[config.mk]
export PLATFORM = sky130hd
export DESIGN_NAME = sdram_bank_tracker
export DESIGN_NICKNAME = d
export VERILOG_FILES = /design/src/rtl/sdbk_pkg.sv /design/src/rtl/sdbk_cmd_decode.sv /design/src/rtl/sdbk_bank_fsm.sv /design/src/rtl/sdram_bank_tracker.sv
export SDC_FILE = /design/constraint.sdc
export NUM_CORES = 1
export LEC_CHECK = 0
export BUFFER_PORTS_ARGS = -buffer_cell sky130_fd_sc_hd__buf_2
export CAP_MARGIN = 0
export CORE_UTILIZATION = 50
export CTS_CLUSTER_SIZE = 14
export DETAILED_ROUTE_END_ITERATION = 10
export PLACE_DENSITY = 0.8
export SYNTH_ARGS = -nofsm -noshare
export SYNTH_HDL_FRONTEND = slang
export SYNTH_SLANG_ARGS = --single-unit
[constraint.sdc]
create_clock -name clk -period 2.4 [get_ports clk]
set_clock_uncertainty 0.2 [all_clocks]
set_input_delay 0.24 -clock clk [delete_from_list [all_inputs] [get_ports clk]]
set_output_delay 0.24 -clock clk [all_outputs]
set_load 0.01 [all_outputs]
[src/rtl/sdbk_pkg.sv]
package sdbk_pkg;

    typedef enum logic [1:0] {
        BK_IDLE    = 2'b00,
        BK_ACTIVE  = 2'b01,
        BK_PRECHG  = 2'b10,
        BK_AP_WAIT = 2'b11
    } bank_st_t;

    typedef enum logic [2:0] {
        K_NONE,
        K_ACT,
        K_RW,
        K_RW_AP,
        K_PRE
    } cmd_kind_t;

    function automatic int ps_to_cyc(input int t_ps, input int per_ps);
        return (t_ps + per_ps - 1) / per_ps;
    endfunction

endpackage

[src/rtl/sdbk_cmd_decode.sv]
module sdbk_cmd_decode
    import sdbk_pkg::*;
(
    input  logic      cs_n,
    input  logic      ras_n,
    input  logic      cas_n,
    input  logic      we_n,
    input  logic      a10,
    output cmd_kind_t kind,
    output logic      pre_all
);

    // strobe decoding; refresh, mode load and burst stop are not tracked
    always_comb begin
        kind    = K_NONE;
        pre_all = 1'b0;
        if (!cs_n) begin
            case ({ras_n, cas_n, we_n})
                3'b011:         kind = K_ACT;
                3'b101, 3'b100: kind = a10 ? K_RW_AP : K_RW;
                3'b010: begin
                    kind    = K_PRE;
                    pre_all = a10;
                end
                default:        kind = K_NONE;
            endcase
        end
    end

endmodule

[src/rtl/sdbk_bank_fsm.sv]
module sdbk_bank_fsm
    import sdbk_pkg::*;
#(
    parameter int RAS_CYC   = 6,
    parameter int RP_CYC    = 3,
    parameter int BURST_LEN = 4
) (
    input  logic      clk,
    input  logic      rst_n,
    input  cmd_kind_t kind,
    input  logic      hit,
    input  logic      apply,
    output logic      legal,
    output bank_st_t  state
);

    localparam int CNT_MAX = (RAS_CYC > BURST_LEN) ?
                             ((RAS_CYC > RP_CYC) ? RAS_CYC : RP_CYC) :
                             ((BURST_LEN > RP_CYC) ? BURST_LEN : RP_CYC);
    localparam int CW = $clog2(CNT_MAX + 1);
    localparam logic [CW-1:0] RAS_LD = CW'(RAS_CYC - 1);
    localparam logic [CW-1:0] BST_LD = CW'(BURST_LEN - 1);
    localparam logic [CW-1:0] RP_LD  = CW'(RP_CYC - 1);
    localparam bank_st_t PRE_DEST = (RP_CYC > 1) ? BK_PRECHG : BK_IDLE;

    bank_st_t      st_q, st_d;
    logic [CW-1:0] ras_q, ras_d, bst_q, bst_d, rp_q, rp_d;
    logic          ras_met, bst_done, pre_go, ok;

    assign ras_met  = (ras_q == '0);
    assign bst_done = (bst_q == '0);

    // state register
    always_ff @(posedge clk) begin
        if (!rst_n) begin
            st_q  <= BK_IDLE;
            ras_q <= '0;
            bst_q <= '0;
            rp_q  <= '0;
        end else begin
            st_q  <= st_d;
            ras_q <= ras_d;
            bst_q <= bst_d;
            rp_q  <= rp_d;
        end
    end

    // next state and timers
    always_comb begin
        st_d   = st_q;
        ras_d  = ras_met  ? ras_q : ras_q - 1'b1;
        bst_d  = bst_done ? bst_q : bst_q - 1'b1;
        rp_d   = (rp_q == '0) ? rp_q : rp_q - 1'b1;
        pre_go = 1'b0;
        unique case (st_q)
            BK_IDLE: begin
                if (apply && kind == K_ACT) begin
                    st_d  = BK_ACTIVE;
                    ras_d = RAS_LD;
                end
            end
            BK_ACTIVE: begin
                if (apply && kind == K_RW_AP) begin
                    st_d  = BK_AP_WAIT;
                    bst_d = BST_LD;
                end else if (apply && kind == K_PRE) begin
                    pre_go = 1'b1;
                end
            end
            BK_AP_WAIT: begin
                if (ras_met && bst_done) pre_go = 1'b1;
            end
            BK_PRECHG: begin
                if (rp_q <= CW'(1)) st_d = BK_IDLE;
            end
        endcase
        if (pre_go) begin
            st_d = PRE_DEST;
            rp_d = RP_LD;
        end
    end

    // outputs
    always_comb begin
        unique case (kind)
            K_ACT:          ok = (st_q == BK_IDLE);
            K_RW, K_RW_AP:  ok = (st_q == BK_ACTIVE);
            K_PRE:          ok = (st_q == BK_IDLE) || (st_q == BK_ACTIVE && ras_met);
            default:        ok = 1'b1;
        endcase
        legal = !hit || ok;
        state = st_q;
    end

    assert_idle_exit_R9: assert property (@(posedge clk) disable iff (!rst_n)
        (st_q == BK_IDLE) |=> (st_q inside {BK_IDLE, BK_ACTIVE}));
    assert_pre_after_ras_R4: assert property (@(posedge clk) disable iff (!rst_n)
        (st_q == BK_ACTIVE && apply && kind == K_PRE) |-> ras_met);
    assert_busy_locked_R7: assert property (@(posedge clk) disable iff (!rst_n)
        (st_q inside {BK_AP_WAIT, BK_PRECHG}) |-> !apply);
    assert_reject_holds_R10: assert property (@(posedge clk) disable iff (!rst_n)
        (hit && !apply && st_q == BK_ACTIVE) |=> (st_q == BK_ACTIVE));
    assert_recovery_ends_R5: assert property (@(posedge clk) disable iff (!rst_n)
        (st_q == BK_PRECHG) |=> (st_q inside {BK_PRECHG, BK_IDLE}));
    assert_rp_bound_R5: assert property (@(posedge clk) disable iff (!rst_n)
        rp_q <= RP_LD);
    assert_ap_exit_R6: assert property (@(posedge clk) disable iff (!rst_n)
        (st_q == BK_AP_WAIT && !(ras_met && bst_done)) |=> (st_q == BK_AP_WAIT));

endmodule

[src/rtl/sdram_bank_tracker.sv]
module sdram_bank_tracker
    import sdbk_pkg::*;
#(
    parameter int BANK_W        = 2,
    parameter int CLK_PERIOD_PS = 7500,
    parameter int T_RAS_PS      = 42000,
    parameter int T_RP_PS       = 18000,
    parameter int BURST_LEN     = 4
) (
    input  logic                      clk,
    input  logic                      rst_n,
    input  logic                      cs_n,
    input  logic                      ras_n,
    input  logic                      cas_n,
    input  logic                      we_n,
    input  logic [BANK_W-1:0]         bank,
    input  logic                      a10,
    output logic [2*(1<<BANK_W)-1:0]  bank_state,
    output logic [(1<<BANK_W)-1:0]    cmd_legal,
    output logic                      violation
);

    localparam int NUM_BANKS = 1 << BANK_W;
    localparam int RAS_CYC   = ps_to_cyc(T_RAS_PS, CLK_PERIOD_PS);
    localparam int RP_CYC    = ps_to_cyc(T_RP_PS, CLK_PERIOD_PS);

    cmd_kind_t             kind;
    logic                  pre_all, cmd_ok, viol_q;
    logic [NUM_BANKS-1:0]  hit, apply, is_active;

    sdbk_cmd_decode u_dec (
        .cs_n    (cs_n),
        .ras_n   (ras_n),
        .cas_n   (cas_n),
        .we_n    (we_n),
        .a10     (a10),
        .kind    (kind),
        .pre_all (pre_all)
    );

    // the command is applied only when every addressed bank accepts it
    assign cmd_ok = &cmd_legal;

    for (genvar i = 0; i < NUM_BANKS; i++) begin : g_bank
        bank_st_t st;
        assign hit[i]   = (kind != K_NONE) && (pre_all || bank == BANK_W'(i));
        assign apply[i] = hit[i] && cmd_ok;
        sdbk_bank_fsm #(
            .RAS_CYC   (RAS_CYC),
            .RP_CYC    (RP_CYC),
            .BURST_LEN (BURST_LEN)
        ) u_bank (
            .clk   (clk),
            .rst_n (rst_n),
            .kind  (kind),
            .hit   (hit[i]),
            .apply (apply[i]),
            .legal (cmd_legal[i]),
            .state (st)
        );
        assign bank_state[2*i +: 2] = st;
        assign is_active[i]         = (st == BK_ACTIVE);
    end

    always_ff @(posedge clk) begin
        if (!rst_n) viol_q <= 1'b0;
        else        viol_q <= viol_q | ~cmd_ok;
    end
    assign violation = viol_q;

    assert_viol_sticky_R11: assert property (@(posedge clk) disable iff (!rst_n)
        violation |=> violation);
    assert_viol_raise_R11: assert property (@(posedge clk) disable iff (!rst_n)
        !cmd_ok |=> violation);
    assert_preall_closes_R8: assert property (@(posedge clk) disable iff (!rst_n)
        (kind == K_PRE && pre_all && cmd_ok) |=> (is_active == '0));

endmodule

# --- Yosys cells after proc, flatten, opt, wreduce, memory -nomap -nowiden ---
# Index checks and enable logic that the tools add are counted.
word_totals:
  wordCells: 257
  register_bits: 45
op_classes:
  n_addsub: 12
  eq_ne: 51
  mux: 77
  n_reduce_logical: 85
  bitwise: 3
  n_lt_le_gt_ge: 4
op_table:
  columns: ["operator", "count"]
  rows:
  - ["3-bit two-way mux", 25]
  - ["2-bit two-way mux", 24]
  - ["3-bit logical NOT", 12]
  - ["3-bit by 1-bit inequality test with 1-bit output, second input constant", 12]
  - ["4-bit AND reduction", 9]
  - ["3-bit by 1-bit subtractor with 3-bit output, second input constant", 12]
  - ["2-bit by 1-bit inequality test with 1-bit output, second input constant", 16]
  - ["1-bit logical AND", 28]
  - ["2-bit case mux with 3 select lines", 4]
  - ["2-bit == test, second input constant", 10]
  - ["4-bit nonzero test", 4]
  - ["1-bit two-way mux", 15]
  - ["3-bit nonzero test", 5]
  - ["3-bit by 2-bit == test with 1-bit output, second input constant", 4]
  - ["3-bit by 1-bit <= comparator with 1-bit output, second input constant", 4]
  - ["1-bit logical OR", 12]
  - ["1-bit case mux with 3 select lines", 4]
  - ["2-bit OR reduction", 6]
  - ["2-bit by 1-bit == test with 1-bit output, second input constant", 5]
  - ["2-bit logical NOT", 5]
  - ["3-bit == test, second input constant", 3]
  - ["3-bit case mux with 3 select lines", 1]
  - ["1-bit case mux with 2 select lines", 4]
  - ["1-bit logical NOT", 4]
  - ["3 further kinds", 4]

# --- Logic depth before layout (Yosys ltp) ---
# Gate-level depths: netlist (run 1).
depth:
  ltp_word: 16
  ltp_mapped: 11
  mapped_depth_nobuf: 10

# --- Hierarchy ---
# From an unflattened synthesis (run 1), not the netlist that was laid out.
hier_totals:
  cells_unflattened: 403
  hier_area_um2: 3379.5
modules_own_cells:
  columns: ["module", "instances", "seq_area_each_um2", "cells_per_inst", "area_per_inst_um2"]
  rows:
  - ["sdbk_bank_fsm", 4, 220.2, 95, 798.3]
  - ["sdram_bank_tracker", 1, 20.0, 17, 128.9]
  - ["sdbk_cmd_decode", 1, 0.0, 6, 57.6]

# --- Worst setup path after synthesis (run 1) ---
# OpenSTA, ideal clock, no wires.
synth_path:
  path_type: "register to register"
  from: "register g_bank[2].u_bank.ras_q[0]"
  to: "register g_bank[2].u_bank.st_q[1]"
  arrival_ns: 2.259
  n_path_buf: 1
  setup_slack_ns: -0.131
  required_ns: 2.128
  path_stages_with_launch: 11
  cell_sequence: "dfxtp_1 > inv_1 > ha_1 > nor2b_1 > a311oi_1 > or4_4 > buf_6 > o21ai_1 > o2111ai_1 > a22oi_2 > mux2i_1"
synth_between:
  elab_chain_len: 13
synth_rtl:
  columns: ["element", "line", "source"]
  rows:
  - ["start, declared", "sdbk_bank_fsm.sv:27", "logic [CW-1:0] ras_q, ras_d, bst_q, bst_d, rp_q, rp_d;"]
  - ["start signal, assigned", "sdbk_bank_fsm.sv:42", "ras_q <= ras_d;"]
  - ["3-bit logical NOT *", "sdbk_bank_fsm.sv:30", "assign ras_met = (ras_q == '0);"]
  - ["1-bit logical AND", "sdbk_bank_fsm.sv:88", "K_PRE: ok = (st_q == BK_IDLE) || (st_q == BK_ACTIVE && ras_met);"]
  - ["1-bit logical OR", "sdbk_bank_fsm.sv:88", null]
  - ["1-bit case mux with 3 select lines", "sdbk_bank_fsm.sv:85", "unique case (kind)"]
  - ["1-bit logical OR", "sdbk_bank_fsm.sv:91", "legal = !hit || ok;"]
  - ["4-bit AND reduction", "sdram_bank_tracker.sv:42", "assign cmd_ok = &cmd_legal;"]
  - ["1-bit logical AND", "sdram_bank_tracker.sv:47", "assign apply[i] = hit[i] && cmd_ok;"]
  - ["1-bit logical AND", "sdbk_bank_fsm.sv:66", "end else if (apply && kind == K_PRE) begin"]
  - ["1-bit two-way mux", "sdbk_bank_fsm.sv:66", null]
  - ["1-bit two-way mux", "sdbk_bank_fsm.sv:63", "if (apply && kind == K_RW_AP) begin"]
  - ["1-bit case mux with 2 select lines", "sdbk_bank_fsm.sv:55", "unique case (st_q)"]
  - ["3-bit by 1-bit inequality test with 1-bit output (no source line) / 4-bit nonzero test (equally long branches)", null, null]
  - ["4-bit AND reduction (no source line)", null, null]
  - ["end signal, assigned", "sdbk_bank_fsm.sv:41", "st_q <= st_d;"]
  - ["end, declared", "sdbk_bank_fsm.sv:26", "bank_st_t st_q, st_d;"]
# Mark *: on every way between the ends. The rest lies on a longest branch, timed or not.
# A chain may end at the register's enable or synchronous reset.

# --- Final worst setup path (run 1) ---
layout_path:
  from: "register g_bank[1].u_bank.st_q[1]"
  to: "register g_bank[1].u_bank.st_q[1]"
layout_between:
  elab_chain_len: 13
layout_rtl:
  columns: ["element", "line"]
  rows:
  - ["start, declared", "sdbk_bank_fsm.sv:26"]
  - ["start signal, assigned", "sdbk_bank_fsm.sv:41"]
  - ["2-bit by 1-bit == test with 1-bit output", "sdbk_bank_fsm.sv:55, sdbk_bank_fsm.sv:87, sdbk_bank_fsm.sv:88"]
  - ["1-bit logical AND", "sdbk_bank_fsm.sv:88"]
  - ["1-bit logical OR", "sdbk_bank_fsm.sv:88"]
  - ["1-bit case mux with 3 select lines", "sdbk_bank_fsm.sv:85"]
  - ["1-bit logical OR", "sdbk_bank_fsm.sv:91"]
  - ["4-bit AND reduction", "sdram_bank_tracker.sv:42"]
  - ["1-bit logical AND", "sdram_bank_tracker.sv:47"]
  - ["1-bit logical AND", "sdbk_bank_fsm.sv:66"]
  - ["1-bit two-way mux", "sdbk_bank_fsm.sv:66"]
  - ["1-bit two-way mux", "sdbk_bank_fsm.sv:63"]
  - ["1-bit case mux with 2 select lines", "sdbk_bank_fsm.sv:55"]
  - ["3-bit by 1-bit inequality test with 1-bit output (no source line) / 4-bit nonzero test (equally long branches)", null]
  - ["4-bit AND reduction (no source line)", null]
# Several ways; a longest one is shown, not always the timed one.

==> results of run 1 <==
flip-flops by register name, indices dropped and copies added, names as in the netlist:
register             cells
g_bank.u_bank.bst_q     12
g_bank.u_bank.ras_q     12
g_bank.u_bank.rp_q      12
g_bank.u_bank.state      8
violation                1
path summary, 6_finish.rpt:
kind	end	start	depth (start not counted)
setup / recovery	g_bank[1].u_bank.state[1]$_SDFFE_PN0P_	g_bank[1].u_bank.state[1]$_SDFFE_PN0P_	10
hold / removal	g_bank[0].u_bank.state[1]$_SDFFE_PN0P_	rst_n	3
setup reg to reg	g_bank[1].u_bank.state[1]$_SDFFE_PN0P_	g_bank[1].u_bank.state[1]$_SDFFE_PN0P_	10
hold reg to reg	g_bank[3].u_bank.rp_q[2]$_SDFFE_PP0P_	g_bank[3].u_bank.rp_q[2]$_SDFFE_PP0P_	2
critical path: stages, from the launching register on:
cell and delay, ns:
dfxtp_2 0.35, inv_4 0.08, ha_4 0.13, nor2_1 0.04
a22oi_1 0.18, a311oi_2 0.07, or4_4 0.62, o21ai_1 0.27
o211ai_1 0.15, a22oi_1 0.24, mux2i_1 0.21
cell type report:
cell class	instances	area, um2
clock inverter	1	5.00
fill	391	1640
timing repair buffer	81	567
multi-input combinational	263	2120
inverter	35	144
sequential	45	920
tap	72	90.1
clock buffer	7	96.3
metal layers:
| metal | vias to the layer above | GRT usage [%] |
|---|---|---|
| met5 | - | 0 |
| li1 | 1358 | - |
| met4 | 0 | 11.3 |
| met2 | 77 | 47.2 |
| met1 | 1362 | 29.0 |
| met3 | 27 | 4.07 |
repair_timing:
| item | 4_1_cts | 5_1_grt |
|---|---|---|
| setup endpoints to repair | 44 | 44 |
| hold buffers | 0 | 0 |
| setup buffers | 1 | 4 |
| resized for setup | 28 | 38 |
| pin swaps | 10 | 15 |
synth_stat cells, drive strengths merged (2+ instances only):
cell | number | area, um2
dfxtp | 45 | 901
nor2 | 43 | 161
ha | 40 | 500
inv | 35 | 131
nand2 | 35 | 131
o21ai | 28 | 140
a21oi | 24 | 120
nor2b | 13 | 81.3
mux2i | 11 | 110
a22oi | 9 | 82.6
a31oi | 8 | 50.1
xnor2 | 8 | 70.1
xor2 | 8 | 70.1
buf | 6 | 46.3
or4 | 5 | 41.3
a311oi | 4 | 35.0
and3 | 4 | 25.0
and4 | 4 | 35.0
clkbuf | 4 | 15.0
nand2b | 4 | 25.0
nand4b | 3 | 26.3
o2111ai | 3 | 26.3
and3b | 2 | 17.5
layout by cell type, fill, tap and decap left out, types with 7 or more instances in the layout:
cell type  instances
a21oi_1           18
buf_2             21
buf_4             57
clkbuf_8           7
dfxtp_1           36
ha_1              31
ha_4               7
inv_1             26
mux2i_1           11
nand2_1           33
nor2_1            41
nor2b_1            7
o21ai_0           21
xnor2_1            8
xor2_1             8
through the flow:
step | cell area, um2 | util (%) | setup WS, ns | power, mW | std cells
6_report | 3940 | 70.7 | -0.230 | 4.03 | 504
5_1_grt | 3940 | 70.7 | -0.323 | 4.38 | 504
4_1_cts | 3740 | 67.1 | -0.165 | 3.82 | 500
3_5_place_dp | 3510 | 63.0 | -0.298 | 3.17 | 491
3_3_place_gp | 3510 | 63.0 | -0.258 | 3.05 | 491
2_1_floorplan | 2960 | - | -0.0360 | 2.55 | 353
logic make-up (layout without fill, tap and decap cells):
| family | count (synthesis) | in the layout |
|---|---|---|
| and+or+nand+nor | 117 | 117 |
| AOI/OAI and AO/OA | 79 | 79 |
| DFF | 45 | 45 |
| buffers and inverters | 45 | 124 |
| adders and majority gates | 40 | 40 |
| xor gates and xnor gates | 16 | 16 |
| muxes | 11 | 11 |
report_power, final:
part	switching [mW]	internal (mW)
sequential	0.212	1.03
combinational	1.12	1.14
clock	0.272	0.261
==> results.md, run 1 <==
- Status: finished with violations
- Failing checks: negative setup slack
- Synthesis-stage register bit count: between 40 and 50
- Root Buffer: clkbuf_8
- Largest family of logic cells by synthesized area: simple AND/OR/NAND/NOR gates
- Max clock buf depth: 2
- Register area share after synthesis: 30.9%
- Die area: between 6000 and 7000 um2
- Fraction of synthesized cell area in xor and xnor cells: 4.81%
- Vias per cell: between 5 and 6
- R2R setup slack: -0.23 ns
- Synth Area in Compound Gates: about 17%
- P per Cell Area: 1020 nW/um2
- Max_cap viols: 0
- Fin. max-slew vios: 0
- Grt total ovfl: 0
- Mux share of post-synthesis cell area: 3.78%
- Die Wd: around 80 um
- DRC violations left: 0
- Area Growth Syn to Fin: 35.1%
- Worst Path Required: approximately 2.4 ns
- Final nets: 480
- Drt first pass iters: 4
- Met2 wire len: between 4 and 5 mm
- DR top layer: met4
- Post-Synthesis Cells: between 300 and 400
- Setup repair after global routing missed its margin: true
- Min cycle time layout: ~2.6 ns
- I/O pins: 22
- Remaining antenna violation count: 0
- Final setup TNS: -3.41 ns
- DRT iter0 DRCs: around 170
- YS warnings: 0
- Diodes inserted: 0
- H-tree levels: 2
- Syn Nets: 402
- Critical-path maximum fanout: 6
- Startpoint Class: register
- Share of layout cells above drive strength 1: 35.9%
- Maximum number of pins on one net before global-route repair: 22
- Final period utilization: 110%
- GP Congestion: roughly 0.85
- Area of the core: 5570 um2
- Worst slew margin: 44.0%
- TritonCTS Sinks: 45
- Worst-path clk slew: 0.09 ns
- First-pass GRT wire length: between 10 and 15 mm
- Clock Latency Late Sink: 0.31 ns
- Post-synth EDFFs: 0
- Worst hold path class: input pin to register
- Adder-cell area share of the yosys netlist: 17.2%
- Starting Density: around 52%
- Final setup vio count: 36
- CP Class: register to register
- Predominant post-synthesis flop cell: dfxtp_1
- Via count: between 2k and 3k
- GR Util All Layers: 25.7%
- Vias in the first global route: 2817
- Slew at the pin closest to its max-slew limit: 0.839 ns
- Hold Vio Cnt, Final: 0
- Num CTS Buffers: 5
- Ys async rst share: 0%
- Initial antenna violation count: 0
- Synth Cell Area: 2920 um2
- Synth unique cells: 35
- Fmax: 0.380 GHz
- Post-Route M1 WL: around 3.3 mm
- CP arrival: about 2.7 ns
- LEAKAGE: 1.73 nW
- Met3 wire length: 256 um
- Critical path capture point type: register
- Hold slack: roughly 0.18 ns
- Max VDD drop: 530 uV
- CTS tree: done
- PortBufs: 21
- Die extent in y: 78.4 um
- # rows: 27
- Final setup margin: -0.230 ns
- Syn_area_per_cell: 8.26 um2
- Post-DP HPWL: roughly 5 mm
- WL final: ~8 mm
- Simple-gate share of the synthesized area: around 20%
- Wire per inst: 15.5 um
Power figures use the tool's default switching activity.
==> inputs of run 2 (changes only) <==
CELL_PAD_IN_SITES_DETAIL_PLACEMENT = 1   (was not set)
CELL_PAD_IN_SITES_GLOBAL_PLACEMENT = 1   (was not set)
CORE_UTILIZATION = 41   (was 50)
PLACE_DENSITY = 0.85   (was 0.8)
==> results.md, run 2 (same netlist as run 1, synthesis figures left out) <==
- Most common cell after layout, fill and taps aside: buf_4 (unchanged)
- Fmax: 0.347 GHz (was 0.380 GHz)
- R2R setup slack: -0.48 ns (was -0.23 ns)
- Min cycle time layout: 2.88 ns (was 2.63 ns)
- Setup repair after global routing missed its margin: true (unchanged)
- Initial antenna violation count: 0 (unchanged)
- Share of layout cells above drive strength 1: 42.9% (was 35.9%)
- Worst r2r dst: g_bank[0].u_bank.state[1]$_SDFFE_PN0P_ (was g_bank[1].u_bank.state[1]$_SDFFE_PN0P_)
- Wire per inst: 24.5 um (was 15.5 um)
- Slowest cell on crit path: or4_4 (unchanged)
- P per Cell Area: 1100 nW/um2 (was 1020 nW/um2)
- Worst hold path class: input pin to register (unchanged)
- Diodes inserted: 0 (unchanged)
- Top flop regs: g_bank.u_bank.bst_q x12, g_bank.u_bank.ras_q x12, g_bank.u_bank.rp_q x12 (unchanged)
- TritonCTS Sinks: 45 (unchanged)
- CP Capture Point: g_bank[0].u_bank.state[1]$_SDFFE_PN0P_ (was g_bank[1].u_bank.state[1]$_SDFFE_PN0P_)
- Share of total power in combinational logic: 61.4% (was 56.1%)
- Worst Path Required: 2.43 ns (was 2.44 ns)
- Grt total ovfl: 0 (unchanged)
- First-pass GRT wire length: 17.3 mm (was 12.4 mm)
- H-tree levels: 2 (unchanged)
- Die Wd: 86.3 um (was 78.4 um)
- Critical path capture point type: register (unchanged)
- CP startpoint: g_bank[2].u_bank.state[1]$_SDFFE_PN0P_ (was g_bank[1].u_bank.state[1]$_SDFFE_PN0P_)
- Maximum number of pins on one net before global-route repair: 22 (unchanged)
- Die area: 7450 um2 (was 6140 um2)
- Final period utilization: 120% (was 110%)
- Final setup vio count: 46 (was 36)
- CP Class: register to register (unchanged)
- Critical-path maximum fanout: 5 (was 6)
- Post-DP HPWL: 5.97 mm (was 5.02 mm)
- Max VDD drop: 550 uV (was 530 uV)
- CP Buf/Inv Count: 2 (was 1)
- Slew at the pin closest to its max-slew limit: 1.34 ns (was 0.839 ns)
- Fin. max-slew vios: 0 (unchanged)
- GR Util All Layers: 30.8% (was 25.7%)
- Startpoint Class: register (unchanged)
- PortBufs: 21 (unchanged)
- Clock share of power: 11.3% (was 13.2%)
- Sequential share of power: 27.3% (was 30.7%)
- Final setup TNS: -12.28 ns (was -3.41 ns)
- Final setup margin: -0.481 ns (was -0.230 ns)
- R2r startpoint: g_bank[2].u_bank.state[1]$_SDFFE_PN0P_ (was g_bank[1].u_bank.state[1]$_SDFFE_PN0P_)
- CP arrival: 2.92 ns (was 2.67 ns)
- Worst-path clk slew: 0.10 ns (was 0.09 ns)
- Vias per cell: 6.02 (was 5.60)
- Vias in the first global route: 3312 (was 2817)
- Worst Hold Launch: rst_n (unchanged)
- Total net switching power: 2.10 mW (was 1.60 mW)
- # rows: 30 (was 27)
- Area of the core: 6830 um2 (was 5570 um2)
- Post-Route M1 WL: 4.87 mm (was 3.29 mm)
- Met2 wire len: 6.44 mm (was 4.00 mm)
- Root Buffer: clkbuf_8 (unchanged)
- Most frequent cells in the layout: 56 x buf_4, 39 x nor2_1, 36 x dfxtp_1 (was 57 x buf_4, 41 x nor2_1, 36 x dfxtp_1)
- Reg2Reg Depth: 11 (was 10)
- LEAKAGE: 1.86 nW (was 1.73 nW)
- Switching portion of total power: 45.2% (was 39.8%)
- DR top layer: met4 (unchanged)
- Crit path cell chain: inv_1, ha_2, nor2_1, a22oi_1, a311oi_2, or4_4, buf_6, o21ai_4, o2111ai_2, a22oi_2, mux2i_1 (was inv_4, ha_4, nor2_1, a22oi_1, a311oi_2, or4_4, o21ai_1, o211ai_1, a22oi_1, mux2i_1)
- Area Growth Syn to Fin: 45.3% (was 35.1%)
- Starting Density: 42.7% (was 52.3%)
- DRT iter0 DRCs: 194 (was 166)
- Worst path top cell family by delay: compound AO/OA/AOI/OAI gates (unchanged)
- Final nets: 486 (was 480)
- Die extent in y: 86.3 um (was 78.4 um)
- Max_cap viols: 0 (unchanged)
- I/O pins: 22 (unchanged)
- Crit path largest cell delay: 0.52 ns (was 0.62 ns)
- Status: finished with violations (unchanged)
- Worst slew margin: 10.6% (was 44.0%)
- WL final: 13.1 mm (was 7.80 mm)
- Hold Vio Cnt, Final: 0 (unchanged)
- Num CTS Buffers: 5 (unchanged)
- CTS tree: done (unchanged)
- Int Pwr: 2.55 mW (was 2.43 mW)
- DRC violations left: 0 (unchanged)
- Max clock buf depth: 2 (unchanged)
- Failing checks: negative setup slack (unchanged)
- Critical path depth in cells: 11 (was 10)
- Clock Latency Late Sink: 0.32 ns (was 0.31 ns)
- GP Congestion: 0.878 (was 0.851)
- Met3 wire length: 878 um (was 256 um)
- Via count: 3214 (was 2824)
- Drt first pass iters: 6 (was 4)
- Remaining antenna violation count: 0 (unchanged)
- Post-layout power: 4.66 mW (was 4.03 mW)
run 2: changes by cell type in the layout (fill, tap and decap cells not counted), sizes merged:
cell and change:
clkbuf +1, clkinv -1, buf +6
run 2: worst register-to-register path, delay by kind of cell, from the launching register on:
family | cells | cell delay [ns]
AO/OA/AOI/OAI | 5 | 0.96
AND/OR/NAND/NOR | 2 | 0.58
flip-flops | 1 | 0.33
multiplexers | 1 | 0.27
buffers and inverters | 2 | 0.26
adder cells (fa/ha/maj) | 1 | 0.20
run 2: repair_timing:
action	in CTS	in global routing
buffers inserted	3	11
pin swaps	16	20
hold buffers	0	0
endpoints found under the setup margin	44	47
endpoints found under the hold margin	0	0
resized for setup	80	34
run 2: cell type report:
type | instances | area [um2]
timing repair buffer | 87 | 642
sequential | 45 | 917
fill | 786 | 2590
clock buffer | 8 | 90.1
inverter | 35 | 141
multi-input combinational | 263 | 2330
tap | 96 | 120
run 2: per-layer routing:
layer | vias to the layer above | global-route usage [%]
met4 | 0 | 19.1
met5 | - | 0
met1 | 1537 | 32.9
li1 | 1368 | -
met3 | 91 | 6.19
met2 | 218 | 55.8
run 2: stage by stage:
| step | worst slack (ns) | instance area, um2 | util, % | hold slack (ns) | cells |
|---|---|---|---|---|---|
| after floorplan | -0.0360 | 2960 | - | 0.187 | 353 |
| after global placement | -0.211 | 3530 | 51.7 | 0.287 | 514 |
| after detailed placement | -0.326 | 3530 | 51.7 | 0.306 | 514 |
| after CTS | -0.236 | 3990 | 58.4 | 0.231 | 525 |
| after global routing | -0.556 | 4240 | 62.0 | 0.264 | 534 |
| final | -0.481 | 4240 | 62.0 | 0.256 | 534 |
run 2: power by group through the flow:
stage / Clock [mW] / Combinational, mW / Sequential (mW)
2_1_floorplan: 0 / 1.35 / 1.20
3_3_place_gp: 0 / 1.87 / 1.20
3_5_place_dp: 0 / 2.01 / 1.22
4_1_cts: 0.517 / 2.33 / 1.21
6_report: 0.526 / 2.86 / 1.27
5_1_grt: 0.547 / 3.03 / 1.29
run 2: worst min-delay path by stage:
| stage | endpoint | depth (start not counted) |
|---|---|---|
| after floorplan | g_bank[1].u_bank.rp_q[1]$_SDFFE_PN0P_ | 2 |
| after global placement | violation$_SDFF_PN0_ | 2 |
| after detailed placement | g_bank[3].u_bank.rp_q[2]$_SDFFE_PP0P_ | 2 |
| after CTS | g_bank[2].u_bank.state[1]$_SDFFE_PN0P_ | 4 |
| after global routing | g_bank[0].u_bank.ras_q[1]$_SDFF_PN0_ | 3 |
| final | g_bank[2].u_bank.state[0]$_SDFFE_PP0P_ | 4 |
